File: config.mk
export PLATFORM = sky130hd
export DESIGN_NAME = irq_window_gate
export DESIGN_NICKNAME = d
export VERILOG_FILES = /design/src/rtl/irq_window_gate.sv
export SDC_FILE = /design/constraint.sdc
export NUM_CORES = 1
export LEC_CHECK = 0
export ABC_AREA = 1
export BUFFER_PORTS_ARGS = -buffer_cell sky130_fd_sc_hd__buf_2
export CORE_AREA = 2 2 39 41
export CTS_CLUSTER_DIAMETER = 200
export DETAILED_ROUTE_END_ITERATION = 8
export DIE_AREA = 0 0 41 43
export RECOVER_POWER = 100
export SETUP_SLACK_MARGIN = 0.05
export SYNTH_ARGS = -nofsm -noshare
export SYNTH_HDL_FRONTEND = slang
export SYNTH_SLANG_ARGS = --single-unit
File: constraint.sdc
create_clock -name clk -period 0.85 [get_ports clk]
set_input_delay 0.085 -clock clk [delete_from_list [all_inputs] [get_ports clk]]
set_output_delay 0.085 -clock clk [all_outputs]
set_load 0.02 [all_outputs]
File: src/rtl/irq_window_gate.sv
module irq_window_gate #(
  parameter int PFX_W = 8
) (
  input  logic             clk,
  input  logic             rst,
  input  logic             adv,
  input  logic             pfx_wr,
  input  logic [PFX_W-1:0] pfx_din,
  input  logic             cp_acc,
  input  logic             irq_req,
  output logic             irq_take,
  output logic             in_window,
  output logic             pfx_vld,
  output logic [PFX_W-1:0] pfx_q
);

  logic             win_q;
  logic             vld_q;
  logic             armed_q;
  logic [PFX_W-1:0] val_q;

  always_ff @(posedge clk) begin
    if (rst) begin
      win_q   <= 1'b0;
      vld_q   <= 1'b0;
      armed_q <= 1'b1;
      val_q   <= '0;
    end else begin
      if (adv) begin
        win_q <= pfx_wr | cp_acc;
        vld_q <= pfx_wr;
        if (pfx_wr) val_q <= pfx_din;
      end
      if (irq_take)     armed_q <= 1'b0;
      else if (!irq_req) armed_q <= 1'b1;
    end
  end

  assign irq_take  = irq_req & armed_q & adv & ~win_q & ~rst;
  assign in_window = win_q;
  assign pfx_vld   = vld_q;
  assign pfx_q     = val_q;


  pfx_opens_window_chk: assert property (@(posedge clk) disable iff (rst)
    (adv && pfx_wr) |=> (in_window && pfx_vld));


  cp_opens_window_chk: assert property (@(posedge clk) disable iff (rst)
    (adv && cp_acc) |=> in_window);


  pfx_one_cycle_chk: assert property (@(posedge clk) disable iff (rst)
    (adv && !pfx_wr) |=> !pfx_vld);


  quiet_no_window_chk: assert property (@(posedge clk) disable iff (rst)
    (adv && !pfx_wr && !cp_acc) |=> !in_window);


  stall_holds_chk: assert property (@(posedge clk) disable iff (rst)
    !adv |=> ($stable(in_window) && $stable(pfx_vld)));


  take_outside_window_chk: assert property (@(posedge clk) disable iff (rst)
    irq_take |-> (!in_window && irq_req && adv));


  take_single_pulse_chk: assert property (@(posedge clk) disable iff (rst)
    irq_take |=> !irq_take);


  reset_clears_chk: assert property (@(posedge clk)
    rst |=> (!in_window && !pfx_vld));

endmodule

==> results.tsv <==
metric	value	unit
clock_skew	0.0568	ps
ys.warnings.count	0	
gp_congestion	0.732	
synth.top_cell.area_share	0.510	
arrival	930	ps
cts_tree	built	
synth_area_leader_cell	dfxtp_1	
yosys-top-cells-area	dfxtp_1, nand2_1, a21oi_1	
syn_inst	55	
place_area	584	um2
final_area	701	um2
outcome	finished, violations left	
maxSlewViolCount	0	
period_share	1.20	
post-place-ws	29.7	ps
holdWs	55.7	ps
numClockSinks	11	
synth_top_family_by_area	simple AND/OR/NAND/NOR gates	
seqCellArea	223	um2
maxCapViolations	0	
synth_xor_area_frac	0	
tns	-213	ps
synth_most_common_cell	nand2_1	
path_clk_slew	70	ps
overflow	0	
postRouteAntennaNets	0	
ys_seq_area_frac	0.510	
syn_nets	69	
crit_type	reg2out	
synth_compound_area_frac	0.122	
drive_gt1_frac	0.448	
dieArea	1760	um2
syn-cell-area	432	um2
cp-end-kind	output pin	
drt_iter0_markers	5	
grt_use_total	0.149	
postSynthAreaPerCell	7.85	um2
fp-row-count	14	
dp_hpwl	744	um
setup_viol	2	
grt_max_degree	11	
power_density	1630	nW/um2
core	1380	um2
period_needed	1020	ps
fp.dieW	41	um
vias_per_cell	4.50	
hold_class	in2reg	
worstPathMaxFanout	4	
first_global_vias	433	
async_flop_share	0	
fin_nets	102	
initial_core_util	0.312	
synthMuxAreaShare	0	
synthAdderAreaFrac	0	
vias	464	
synth-simple-area-share	0.267	
p_leak	0.000340	uW
ys_types	12	
clock-root-buffer	clkbuf_4	
synth_flop_cell	dfxtp_1	
worstSkewPairLatency	270	ps
peakVddDrop	765	uV
fmax	984	MHz
cts_made_buffers	3	
die_h	43	um
tightest_slew	193	ps
io_buffers	24	
violations	negative setup slack	
synth_commonest_cells	nand2_1, dfxtp_1, a21oi_1, nand3_1	
io_pins	25	
ys_seq_elements	11	
cts_max_level	1	
cts.path.max_buffers	2	
grt_pass1_wl	1730	um
n_antenna_cell	0	
drc_errors	0	
wl_per_cell	10.7	um
fin_ws	-167	ps
rsz0062_at_grt	yes	
start_kind	flop	
slew_headroom	0.871	
antenna_found_initial	0	
crit_required	760	ps
drt-total-wl	1100	um
syn_to_final_growth	62.3	%
hold_viol_final	0	
synth_edf_count	0	
first_pass_iters	2	
multi_input_area	181	um2
fill_cells	149	
area by class of cell:
class / instances / share of cell area
tap: 16 / 0.0286
clock buffer: 4 / 0.0375
inverter: 4 / 0.0214
timing repair buffer: 31 / 0.336
multi-input combinational: 37 / 0.259
sequential: 11 / 0.318
per-layer routing:
| layer | track usage | wire [um] | vias up |
|---|---|---|---|
| met3 | 0.0576 | 85 | 3 |
| met4 | 0.0800 | 25 | 0 |
| met2 | 0.228 | 548 | 17 |
| li1 | - | - | 244 |
| met1 | 0.168 | 439 | 200 |
| met5 | 0 | 0 | - |
path summary, 6_finish.rpt:
| kind | startpoint | end | slack (ps) | cells after the start |
|---|---|---|---|---|
| worst max-delay path | in_window | irq_take | -170 | 2 |
| worst min register to register | pfx_q[1] | pfx_q[1] | 480 | 2 |
| worst min-delay path | pfx_din[7] | pfx_q[7] | 60 | 3 |
| worst max register to register | in_window | in_window | 170 | 4 |
cell families after synthesis:
| family | count (synthesis) |
|---|---|
| buffers and inverters | 7 |
| DFF | 11 |
| AOI/OAI and AO/OA | 10 |
| and+or+nand+nor | 27 |
power by group:
group	total, uW	switching, uW	internal [uW]
Combinational	214	107	107
Clock	363	181	182
Sequential	562	19.4	543
stage by stage:
stage	total power, uW	instances	util
finish	1140	103	0.506
global route	1190	103	0.506
CTS	1140	101	0.504
detailed placement	747	96	0.422
global placement	745	96	0.422
floorplan	675	55	-
flip-flops by register name, indices dropped and copies added, names as in the netlist:
register   count
pfx_vld        1
in_window      1
armed_q        1
pfx_q          8
cell usage in the layout, fill, tap and decap left out, drive strengths merged:
cell / count
inv: 4
o21bai: 1
clkbuf: 4
nor3: 1
dfxtp: 11
buf: 31
a21oi: 9
nand3: 8
nand2: 14
nor2: 4
worst max-delay path, stage by stage, from the launching register on:
cell,delay (ps)
dfxtp_2,340
nor3_4,180
buf_6,140
timing repair:
item                                    4_1_cts  5_1_grt
pin swaps                                     1        0
endpoints found under the setup margin       11       11
hold buffers                                  0        0
resized for setup                            32        0
setup buffers                                 1        2
No activity file was read; power rests on OpenSTA's default activity.
